`config.mk`:
```
export PLATFORM = sky130hd
export DESIGN_NAME = sd_irq_status
export DESIGN_NICKNAME = d
export VERILOG_FILES = /design/src/rtl/sd_irq_pkg.sv /design/src/rtl/isc_pin_sync.sv /design/src/rtl/isc_card_detect.sv /design/src/rtl/isc_sticky_bank.sv /design/src/rtl/isc_irq_gen.sv /design/src/rtl/sd_irq_status.sv
export SDC_FILE = /design/constraint.sdc
export NUM_CORES = 1
export LEC_CHECK = 0
export BUFFER_PORTS_ARGS = -buffer_cell sky130_fd_sc_hd__buf_2
export CAP_MARGIN = 20
export CORE_MARGIN = 2
export CORE_UTILIZATION = 55
export DETAILED_ROUTE_END_ITERATION = 10
export PLACE_DENSITY = 0.83
export SETUP_SLACK_MARGIN = 0.2
export SLEW_MARGIN = 0
export SYNTH_ARGS = -nofsm -noshare
export SYNTH_HDL_FRONTEND = slang
export SYNTH_SLANG_ARGS = --single-unit
```
`constraint.sdc`:
```
create_clock -name clk -period 1.76 [get_ports clk]
set_input_delay 0.352 -clock clk [delete_from_list [all_inputs] [get_ports clk]]
set_output_delay 0.352 -clock clk [all_outputs]
set_load 0.005 [all_outputs]
```
`src/rtl/sd_irq_pkg.sv`:
```
package sd_irq_pkg;

  // register byte addresses
  localparam int A_EVT0    = 0;
  localparam int A_EVT1    = 1;
  localparam int A_AUX     = 2;
  localparam int A_MSK0    = 3;
  localparam int A_MSK1    = 4;
  localparam int A_BLEN_LO = 5;
  localparam int A_BLEN_HI = 6;
  localparam int A_BCNT_LO = 7;
  localparam int A_BCNT_HI = 8;
  localparam int A_CMD     = 9;

  // event pulse indexes
  localparam int EV_MBLK  = 0;
  localparam int EV_BLK   = 1;
  localparam int EV_SDIO  = 2;
  localparam int EV_LAST  = 9;
  localparam int EVT_W    = EV_LAST + 1;

  localparam int SIZE_W   = 11;
  localparam int BCNT_W   = 16;
  localparam int SOFT_BIT = 7;

  typedef struct packed {
    logic              gie;
    logic              sel_dat3;
    logic              sel_gpi;
    logic              pol_high;
    logic              crc_abort;
    logic [SIZE_W-1:0] size_m1;
  } blen_t;

endpackage

```
`src/rtl/isc_pin_sync.sv`:
```
module isc_pin_sync #(
  parameter int W      = 3,
  parameter int STAGES = 2
) (
  input  logic         clk,
  input  logic         rst,
  input  logic [W-1:0] din,
  output logic [W-1:0] dout
);
  generate
    if (STAGES == 0) begin : g_bypass
      assign dout = din;
    end else begin : g_chain
      logic [STAGES-1:0][W-1:0] chain;
      always_ff @(posedge clk) begin
        if (rst) begin
          chain <= '0;
        end else begin
          chain[0] <= din;
          for (int s = 1; s < STAGES; s++) chain[s] <= chain[s-1];
        end
      end
      assign dout = chain[STAGES-1];
    end
  endgenerate
endmodule

```
`src/rtl/isc_card_detect.sv`:
```
module isc_card_detect (
  input  logic clk,
  input  logic rst,
  input  logic sreset,
  input  logic gpi_s,
  input  logic dat3_s,
  input  logic sel_dat3,
  input  logic sel_gpi,
  input  logic pol_high,
  output logic present_q,
  output logic change_evt,
  output logic insert_evt
);
  logic pin_sel;
  logic src_on;
  logic present_now;

  always_comb begin
    pin_sel = 1'b0;
    src_on  = 1'b0;
    if (sel_dat3) begin
      pin_sel = dat3_s;
      src_on  = 1'b1;
    end else if (sel_gpi) begin
      pin_sel = gpi_s;
      src_on  = 1'b1;
    end
    present_now = src_on & (pol_high ? pin_sel : ~pin_sel);
  end

  always_ff @(posedge clk) begin
    if (rst || sreset) present_q <= 1'b0;
    else               present_q <= present_now;
  end

  assign change_evt = present_now ^ present_q;
  assign insert_evt = present_now & ~present_q;
endmodule

```
`src/rtl/isc_sticky_bank.sv`:
```
module isc_sticky_bank #(
  parameter int W = 8
) (
  input  logic         clk,
  input  logic         rst,
  input  logic         sreset,
  input  logic [W-1:0] set_i,
  input  logic [W-1:0] clr_i,
  output logic [W-1:0] q
);
  generate
    for (genvar b = 0; b < W; b++) begin : g_bit
      always_ff @(posedge clk) begin
        if (rst || sreset)  q[b] <= 1'b0;
        else if (set_i[b])  q[b] <= 1'b1;   // event beats acknowledge
        else if (clr_i[b])  q[b] <= 1'b0;
      end
    end
  endgenerate
endmodule

```
`src/rtl/isc_irq_gen.sv`:
```
module isc_irq_gen #(
  parameter int W = 12
) (
  input  logic         clk,
  input  logic         rst,
  input  logic         gie,
  input  logic [W-1:0] status,
  input  logic [W-1:0] enable,
  output logic         irq_q
);
  logic hit;
  assign hit = gie & (|(status & enable));

  always_ff @(posedge clk) begin
    if (rst) irq_q <= 1'b0;
    else     irq_q <= hit;
  end
endmodule

```
`src/rtl/sd_irq_status.sv`:
```
module sd_irq_status
  import sd_irq_pkg::*;
#(
  parameter int ADDR_W      = 4,
  parameter int SYNC_STAGES = 2
) (
  input  logic              clk,
  input  logic              rst,
  input  logic              reg_we,
  input  logic [ADDR_W-1:0] reg_addr,
  input  logic [7:0]        reg_wdata,
  output logic [7:0]        reg_rdata,
  input  logic [EVT_W-1:0]  event_pulse,
  input  logic              pin_gpi_cd,
  input  logic              pin_dat3_cd,
  input  logic              pin_wp,
  input  logic              cmd_busy,
  input  logic              dat_busy,
  output logic              irq,
  output logic              card_present,
  output logic [SIZE_W-1:0] blk_size_m1,
  output logic              crc_abort,
  output logic [BCNT_W-1:0] blk_count,
  output logic              clk_force_dis
);
  localparam int ST1_W = EVT_W - EV_SDIO;
  localparam int ST0_W = 4;
  localparam int IRQ_W = ST1_W + ST0_W;

  // address decode
  logic we_evt0, we_evt1, we_aux, we_msk0, we_msk1;
  logic we_blo, we_bhi, we_clo, we_chi, soft_hit;

  assign we_evt0  = reg_we && (reg_addr == ADDR_W'(A_EVT0));
  assign we_evt1  = reg_we && (reg_addr == ADDR_W'(A_EVT1));
  assign we_aux   = reg_we && (reg_addr == ADDR_W'(A_AUX));
  assign we_msk0  = reg_we && (reg_addr == ADDR_W'(A_MSK0));
  assign we_msk1  = reg_we && (reg_addr == ADDR_W'(A_MSK1));
  assign we_blo   = reg_we && (reg_addr == ADDR_W'(A_BLEN_LO));
  assign we_bhi   = reg_we && (reg_addr == ADDR_W'(A_BLEN_HI));
  assign we_clo   = reg_we && (reg_addr == ADDR_W'(A_BCNT_LO));
  assign we_chi   = reg_we && (reg_addr == ADDR_W'(A_BCNT_HI));
  assign soft_hit = reg_we && (reg_addr == ADDR_W'(A_CMD)) && reg_wdata[SOFT_BIT];

  // control registers
  blen_t             blen_q;
  logic [15:0]       blen_bits;
  logic [BCNT_W-1:0] bcnt_q;
  logic [7:4]        msk0_q;
  logic [7:1]        msk1_q;
  logic              aux7_q;

  assign blen_bits = blen_q;

  always_ff @(posedge clk) begin
    if (rst || soft_hit) begin
      blen_q <= '0;
      msk0_q <= '0;
      msk1_q <= '0;
    end else begin
      if (we_blo)  blen_q <= blen_t'({blen_bits[15:8], reg_wdata});
      if (we_bhi)  blen_q <= blen_t'({reg_wdata, blen_bits[7:0]});
      if (we_msk0) msk0_q <= reg_wdata[7:4];
      if (we_msk1) msk1_q <= reg_wdata[7:1];
    end
  end

  always_ff @(posedge clk) begin
    if (rst) begin
      bcnt_q <= '0;
      aux7_q <= 1'b0;
    end else begin
      if (we_clo) bcnt_q[7:0]  <= reg_wdata;
      if (we_chi) bcnt_q[15:8] <= reg_wdata;
      if (we_aux) aux7_q       <= reg_wdata[7];
    end
  end

  // pin synchronizers
  logic [2:0] pins_s;
  logic       gpi_s, dat3_s, wp_s;

  isc_pin_sync #(.W(3), .STAGES(SYNC_STAGES)) u_sync (
    .clk  (clk),
    .rst  (rst),
    .din  ({pin_gpi_cd, pin_dat3_cd, pin_wp}),
    .dout (pins_s)
  );
  assign {gpi_s, dat3_s, wp_s} = pins_s;

  // card detect
  logic cd_present, cd_change, cd_insert;

  isc_card_detect u_cd (
    .clk        (clk),
    .rst        (rst),
    .sreset     (soft_hit),
    .gpi_s      (gpi_s),
    .dat3_s     (dat3_s),
    .sel_dat3   (blen_q.sel_dat3),
    .sel_gpi    (blen_q.sel_gpi),
    .pol_high   (blen_q.pol_high),
    .present_q  (cd_present),
    .change_evt (cd_change),
    .insert_evt (cd_insert)
  );

  // sticky status
  logic [ST0_W-1:0] st0_q;   // status0 bits 7:4
  logic [ST1_W-1:0] st1_q;   // status1 bits 7:0

  isc_sticky_bank #(.W(ST0_W)) u_st0 (
    .clk    (clk),
    .rst    (rst),
    .sreset (soft_hit),
    .set_i  ({cd_insert, cd_change, event_pulse[EV_BLK], event_pulse[EV_MBLK]}),
    .clr_i  (we_evt0 ? reg_wdata[7:4] : '0),
    .q      (st0_q)
  );

  isc_sticky_bank #(.W(ST1_W)) u_st1 (
    .clk    (clk),
    .rst    (rst),
    .sreset (soft_hit),
    .set_i  (event_pulse[EV_LAST:EV_SDIO]),
    .clr_i  (we_evt1 ? reg_wdata : '0),
    .q      (st1_q)
  );

  // interrupt
  isc_irq_gen #(.W(IRQ_W)) u_irq (
    .clk    (clk),
    .rst    (rst),
    .gie    (blen_q.gie),
    .status ({st1_q, st0_q}),
    .enable ({msk1_q, 1'b0, msk0_q}),
    .irq_q  (irq)
  );

  // read path
  logic [7:0] rd_mux;

  always_comb begin
    rd_mux = 8'h00;
    if (reg_addr == ADDR_W'(A_EVT0))         rd_mux = {st0_q, gpi_s, dat3_s, wp_s, 1'b0};
    else if (reg_addr == ADDR_W'(A_EVT1))    rd_mux = st1_q;
    else if (reg_addr == ADDR_W'(A_AUX))     rd_mux = {aux7_q, 1'b0, dat_busy, cmd_busy, 4'h0};
    else if (reg_addr == ADDR_W'(A_MSK0))    rd_mux = {msk0_q, 4'h0};
    else if (reg_addr == ADDR_W'(A_MSK1))    rd_mux = {msk1_q, 1'b0};
    else if (reg_addr == ADDR_W'(A_BLEN_LO)) rd_mux = blen_bits[7:0];
    else if (reg_addr == ADDR_W'(A_BLEN_HI)) rd_mux = blen_bits[15:8];
    else if (reg_addr == ADDR_W'(A_BCNT_LO)) rd_mux = bcnt_q[7:0];
    else if (reg_addr == ADDR_W'(A_BCNT_HI)) rd_mux = bcnt_q[15:8];
  end

  always_ff @(posedge clk) begin
    if (rst) reg_rdata <= 8'h00;
    else     reg_rdata <= rd_mux;
  end

  assign card_present  = cd_present;
  assign blk_size_m1   = blen_q.size_m1;
  assign crc_abort     = blen_q.crc_abort;
  assign blk_count     = bcnt_q;
  assign clk_force_dis = aux7_q;
endmodule

```
==> impl_metrics.py, run 1 <==
metrics = {
    "run_status": {
        "outcome": "finished clean",
    },
    "critical_path": {
        "cp-start-kind": "input port",
        "reg2reg_depth": 5,
        "rrSetupSlack_ps": 390,
        "cp.depth": 6,
        "cp-end-kind": "flip-flop",
        "worst-path-buf-inv": 1,
        "worst-path-max-fanout": 20,
        "slowest_delay_ps": 350,
        "critical_path.top_delay_family": "simple AND/OR/NAND/NOR gates",
        "setup.worst_path.class": "in -> reg",
        "crit_chain": "buf_2 -> and2b_4 -> nand2_4 -> nor2_2 -> nand2_1 -> a21oi_1",
        "cp_slowest_cell": "nor2_2",
        "cp.arrival_ps": 1730,
        "crit_required_ps": 2040,
    },
    "sta": {
        "timing.clock.skew_ps": 13.0,
        "setup_viol": 0,
        "maxSlewHeadroom_pct": 70.4,
        "grt_setup_unrepaired": "false",
        "fin_ws_ps": 316,
        "hold_viol_final": 0,
        "fin_crit_sh_pct": 82.0,
        "drv_slew": 0,
        "fin_tns_setup_ps": 0,
        "tightest_slew_ps": 444,
        "fin_hold_ws_ps": 202,
        "max_freq_mhz": 693,
        "min_period_ps": 1440,
    },
    "route": {
        "drc": 0,
        "drt_iter0_markers": 366,
        "first_pass_iters": 6,
        "drt-vias-per-instance": 6.00,
        "antenna_left": 0,
        "wl_per_cell_um": 17.7,
        "drt-total-wl_mm": 9.76,
        "vias": 3308,
    },
    "clocking": {
        "path_clk_slew_ps": 80,
        "cts_setup_buffers": 0,
        "clkLatencyLatePin_ps": 360,
        "cts_tree": "built",
        "cts_inserted_buffers": 9,
        "cts_root_buffer": "clkbuf_8",
        "h-tree-depth": 3,
        "cts_buffer_depth": 2,
        "cts_resized": 0,
        "clock_sinks": 72,
        "hold_buffers": 0,
    },
    "logic_synthesis": {
        "ys_seq_elements": 72,
        "yosys_most_used_dff": "dfxtp_1",
        "synth_top_cell_area_share_pct": 42.1,
        "synthTopCellsByCount": "72 x dfxtp_1, 60 x a21oi_1, 54 x nand2_1, 41 x nor2_1, 35 x o21ai_0",
        "postSynth.asyncResetShare_pct": 0,
        "ys_top_cells_by_area": "dfxtp_1 42%, a21oi_1 8.8%, nand2_1 5.9%, o21ai_0 5.1%, mux2i_1 4.7%",
        "synth_nets": 435,
        "yosys_warnings": 0,
        "synth_area_per_cell_um2": 8.47,
        "synth.most_common_cell": "dfxtp_1",
        "syn_area_um2": 3420,
        "synth_edf_count": 0,
        "syn-instance-count": 404,
        "synth_cell_types": 49,
        "yosysSeqAreaShare_pct": 42.1,
        "synth_top_cell_by_area": "dfxtp_1",
    },
    "global_route": {
        "grt_start_max_net_pins": 41,
        "track_usage_pct": 28.2,
        "grt_antenna_before_repair": 0,
        "grt_pass1_vias": 3020,
        "grt_pass1_wl_mm": 15.6,
        "grt_overflow": 0,
    },
    "job": {
        "cap_viol_max_count": 0,
    },
    "floorplanning": {
        "die_width_um": 82.9,
        "floorplan.initialDensity_pct": 57.4,
        "rows": 28,
        "dieHeight_um": 82.9,
        "ioPinCount": 69,
        "core_area_um2": 5960,
        "die_area_um2": 6870,
    },
    "final_layout": {
        "syn2layout_area_growth_pct": 18.3,
        "multi_input_area_um2": 1740,
        "regArea_um2": 1440,
        "drive_gt1_share_pct": 26.5,
        "fillers": 493,
        "antenna_cells": 0,
        "final_util_pct": 68.0,
        "fin_nets": 503,
        "final_area_um2": 4050,
        "final_cells": 551,
    },
    "power": {
        "report.power.total_mw": 3.81,
        "leakagePower_nw": 1.70,
        "power_density_nw_per_um2": 940,
        "peakVddDrop_mv": 0.578,
    },
    "place": {
        "place.gp.congestion": 0.947,
        "post_dp_cell_area_um2": 3790,
        "dp_cells": 536,
        "numPortBuffers": 68,
        "place_hpwl_mm": 6.96,
        "place_ws_ps": -2.12,
    },
    "worst_hold_path": {
        "hold_class": "in -> reg",
        "min_delay_path_depth": 3,
    },
}
[report_power, final]
part | internal (mW) | switching, mW
registers | 1.68 | 0.0375
logic | 0.150 | 0.232
clock network | 1.07 | 0.637
total | 2.90 | 0.907
[routing by layer]
metal / global-route usage [%] / up-vias / share of wire, %
met5: 0 / - / 0
met4: 8.94 / 0 / 2.1
met3: 6.66 / 26 / 8.6
met2: 45.5 / 170 / 48
met1: 37.4 / 1559 / 41
li1: - / 1553 / -
[sequential cells by signal (all words and copies together) (netlist names), 3 cells and up]
signal / count
blk_count: 16
msk0_q: 4
u_sync.g_chain.chain: 3
blk_size_m1: 11
u_st0.q: 4
u_sync.dout: 3
u_st1.q: 8
msk1_q: 7
reg_rdata: 8
blen_bits: 4
[cells by family after synthesis]
logic type | count (synthesis) | share of synthesized area (%)
flops | 72 | 42.1
compound gates | 132 | 24.0
buf+inv | 34 | 6.91
mux | 16 | 4.68
simple gates | 149 | 21.9
fa+ha+maj | 1 | 0.366
[placed cells by master (no fill, tap or decap), types with 6 or more instances in the layout]
| master | synthesis | routed |
|---|---|---|
| nor2_1 | 41 | 41 |
| dfxtp_1 | 72 | 72 |
| nor2b_1 | 8 | 8 |
| o21ai_0 | 35 | 35 |
| buf_4 | 1 | 18 |
| mux2i_1 | 16 | 16 |
| clkbuf_8 | 0 | 9 |
| nand3_1 | 12 | 12 |
| nand2_1 | 54 | 54 |
| buf_2 | 8 | 68 |
| nand2b_1 | 6 | 6 |
| a21oi_1 | 60 | 60 |
| nor3_1 | 6 | 6 |
[tightest hold or removal path: cells and delay by family]
kind | cells | cell delay (ps)
and+or+nand+nor | 1 | 60
AOI/OAI and AO/OA | 1 | 30
buffers and inverters | 1 | 80
[path summary, 6_finish.rpt]
kind | startpoint | endpoint
worst max register to register | blen_bits[13] | u_st0.q[2]
worst min-delay path | event_pulse[0] | u_st0.q[0]
worst max-delay path | reg_addr[2] | blk_size_m1[1]
worst min register to register | u_sync.g_chain.chain[2] | u_sync.dout[2]
[final cells by class]
cell class | count | share of cell area (%)
inverter | 4 | 0.433
timing repair buffer | 87 | 12.2
multi-input combinational | 298 | 43.1
sequential | 72 | 35.6
tap | 75 | 2.32
clock inverter | 6 | 3.28
clock buffer | 9 | 3.06
Note: power is estimated with default switching activity, not from simulation.
==> run 2, diff against run 1 <==
- ABC_AREA: default -> 1
- CORE_UTILIZATION: 55 -> 54
- PLACE_DENSITY: 0.83 -> 0.82
- clock period: 1.76 -> 1.51 ns (I/O delays scaled with it)
==> impl_metrics.py, run 2 <==
metrics = {
    "clocking": {
        "path_clk_slew_ps": 70,
        "clkLatencyLatePin_ps": 360,
        "hold_buffers": 0,
        "cts_root_buffer": "clkbuf_8",
        "clock_sinks": 72,
        "h-tree-depth": 3,
        "cts_tree": "built",
        "cts_inserted_buffers": 9,
        "cts_buffer_depth": 2,
    },
    "logic_synthesis": {
        "synth.most_common_cell": "nand2_1",
        "ys_top_cells_by_area": "dfxtp_1 46%, a21oi_1 11%, nand2_1 10%, o21ai_0 6.6%, nand3_1 5.6%",
        "synth_area_per_cell_um2": 7.27,
        "synth_top_cell_area_share_pct": 46.1,
        "ys_seq_elements": 72,
        "yosysSeqAreaShare_pct": 46.1,
        "yosys_most_used_dff": "dfxtp_1",
        "synth_nets": 461,
        "synth_edf_count": 0,
        "synth_top_cell_by_area": "dfxtp_1",
        "postSynth.asyncResetShare_pct": 0,
        "yosys_warnings": 0,
        "synth_cell_types": 29,
        "syn-instance-count": 430,
        "syn_area_um2": 3130,
        "synthTopCellsByCount": "86 x nand2_1, 72 x dfxtp_1, 67 x a21oi_1, 46 x inv_1, 41 x o21ai_0",
    },
    "sta": {
        "min_period_ps": 1270,
        "max_freq_mhz": 784,
        "setup_viol": 0,
        "maxSlewHeadroom_pct": 73.2,
        "fin_crit_sh_pct": 84.4,
        "tightest_slew_ps": 400,
        "fin_ws_ps": 235,
        "hold_viol_final": 0,
        "fin_hold_ws_ps": 146,
        "fin_tns_setup_ps": 0,
        "drv_slew": 0,
        "timing.clock.skew_ps": 6.18,
        "grt_setup_unrepaired": "true",
    },
    "route": {
        "drt-vias-per-instance": 5.59,
        "drt-total-wl_mm": 9.37,
        "first_pass_iters": 4,
        "wl_per_cell_um": 15.8,
        "vias": 3301,
        "drc": 0,
        "antenna_left": 0,
        "drt_iter0_markers": 285,
    },
    "global_route": {
        "track_usage_pct": 30.8,
        "grt_pass1_wl_mm": 14.7,
        "grt_overflow": 0,
        "grt_start_max_net_pins": 26,
        "grt_antenna_before_repair": 0,
        "grt_pass1_vias": 2959,
    },
    "floorplanning": {
        "rows": 27,
        "die_area_um2": 6420,
        "ioPinCount": 69,
        "core_area_um2": 5540,
        "die_width_um": 80.1,
        "floorplan.initialDensity_pct": 56.4,
        "dieHeight_um": 80.1,
    },
    "final_layout": {
        "largest_reg_flops": 16,
        "final_cell_mix": "84 x nand2_1, 71 x dfxtp_1, 68 x buf_2",
        "syn2layout_area_growth_pct": 23.5,
        "antenna_cells": 0,
        "final_util_pct": 69.7,
        "fin_nets": 546,
        "drive_gt1_share_pct": 25.0,
        "layout_commonest_cell": "nand2_1",
    },
    "critical_path": {
        "cp.arrival_ps": 1550,
        "crit_required_ps": 1780,
        "reg2reg_depth": 7,
        "worst-path-max-fanout": 25,
        "cp-start-kind": "input port",
        "rrSetupSlack_ps": 260,
        "cp-end-kind": "flip-flop",
        "setup.worst_path.class": "in -> reg",
    },
    "run_status": {
        "outcome": "finished clean",
    },
    "place": {
        "place_hpwl_mm": 6.89,
        "numPortBuffers": 68,
        "place_ws_ps": -191,
        "place.gp.congestion": 1.01,
    },
    "worst_hold_path": {
        "hold_class": "in -> reg",
        "min_delay_path_depth": 3,
    },
    "job": {
        "cap_viol_max_count": 0,
    },
    "power": {
        "peakVddDrop_mv": 0.825,
        "power_density_nw_per_um2": 1050,
        "leakagePower_nw": 1.83,
    },
}
-- run 2: cell types whose count changed after synthesis, sizes merged, moves of 7 or more --
cell | previous run | this run
nand2 | 56 | 90
nand3 | 13 | 36
a21oi | 60 | 67
buf | 21 | 8
mux2i | 16 | 0
nor2 | 45 | 37
inv | 4 | 52
nor2b | 10 | 0
-- run 2: worst max-delay path: stages --
cell and delay [ps]:
buf_2 120, inv_1 70, nand2_2 130, nor3_1 60, nand2_1 70, nand2_2 60, inv_2 290, o21ai_0 220
a21oi_1 210
-- run 2: timing repair --
item	4_1_cts	5_1_grt
setup endpoints to repair	2	2
gates resized for setup	3	2
setup buffers	0	0
-- run 2: cell type report --
type / instances / area (um2)
Clock inverter: 5 / 81.3
Sequential cell: 72 / 1440
Timing Repair Buffer: 87 / 483
Clock buffer: 10 / 138
Tap cell: 72 / 90.1
Fill cell: 482 / 1680
Multi-Input combinational cell: 291 / 1420
Inverter: 54 / 204
-- run 2: logic make-up (layout without fill, tap and decap cells) --
kind of cell | Yosys count | after routing | synth area share, %
buf+inv | 67 | 156 | 8.80
simple gates | 172 | 172 | 25.0
fa+ha+maj | 1 | 1 | 0.400
flops | 72 | 72 | 46.1
compound gates | 118 | 118 | 19.7
-- run 2: metal layers --
metal / share of wire (%) / up-vias / routed length [um] / GRT usage [%]
met5: 0 / - / 0 / 0
met4: 3.5 / 0 / 327 / 16.4
met3: 8.3 / 34 / 777 / 7.98
met2: 47 / 174 / 4440 / 48.3
met1: 41 / 1511 / 3820 / 38.7
li1: - / 1582 / - / -
-- run 2: path summary, 6_finish.rpt --
path	startpoint	end
worst max-delay path	reg_addr[1]	blk_size_m1[10]
worst min register to register	u_sync.g_chain.chain[1]	u_sync.dout[1]
worst max register to register	blen_bits[14]	u_st0.q[2]
worst min-delay path	pin_gpi_cd	u_sync.g_chain.chain[2]
-- run 2: through the flow --
step	power, mW	std cells	area [um2]
finish	4.06	591	3860
CTS	4.06	591	3850
global placement	2.38	576	3630
detailed placement	2.39	576	3630
floorplan	2.22	430	3130
global route	4.19	591	3860
-- run 2: where the power goes --
| part | internal (mW) | switching, mW |
|---|---|---|
| clock network | 0.965 | 0.735 |
| registers | 1.96 | 0.0444 |
| logic | 0.130 | 0.224 |
| total | 3.05 | 1.00 |
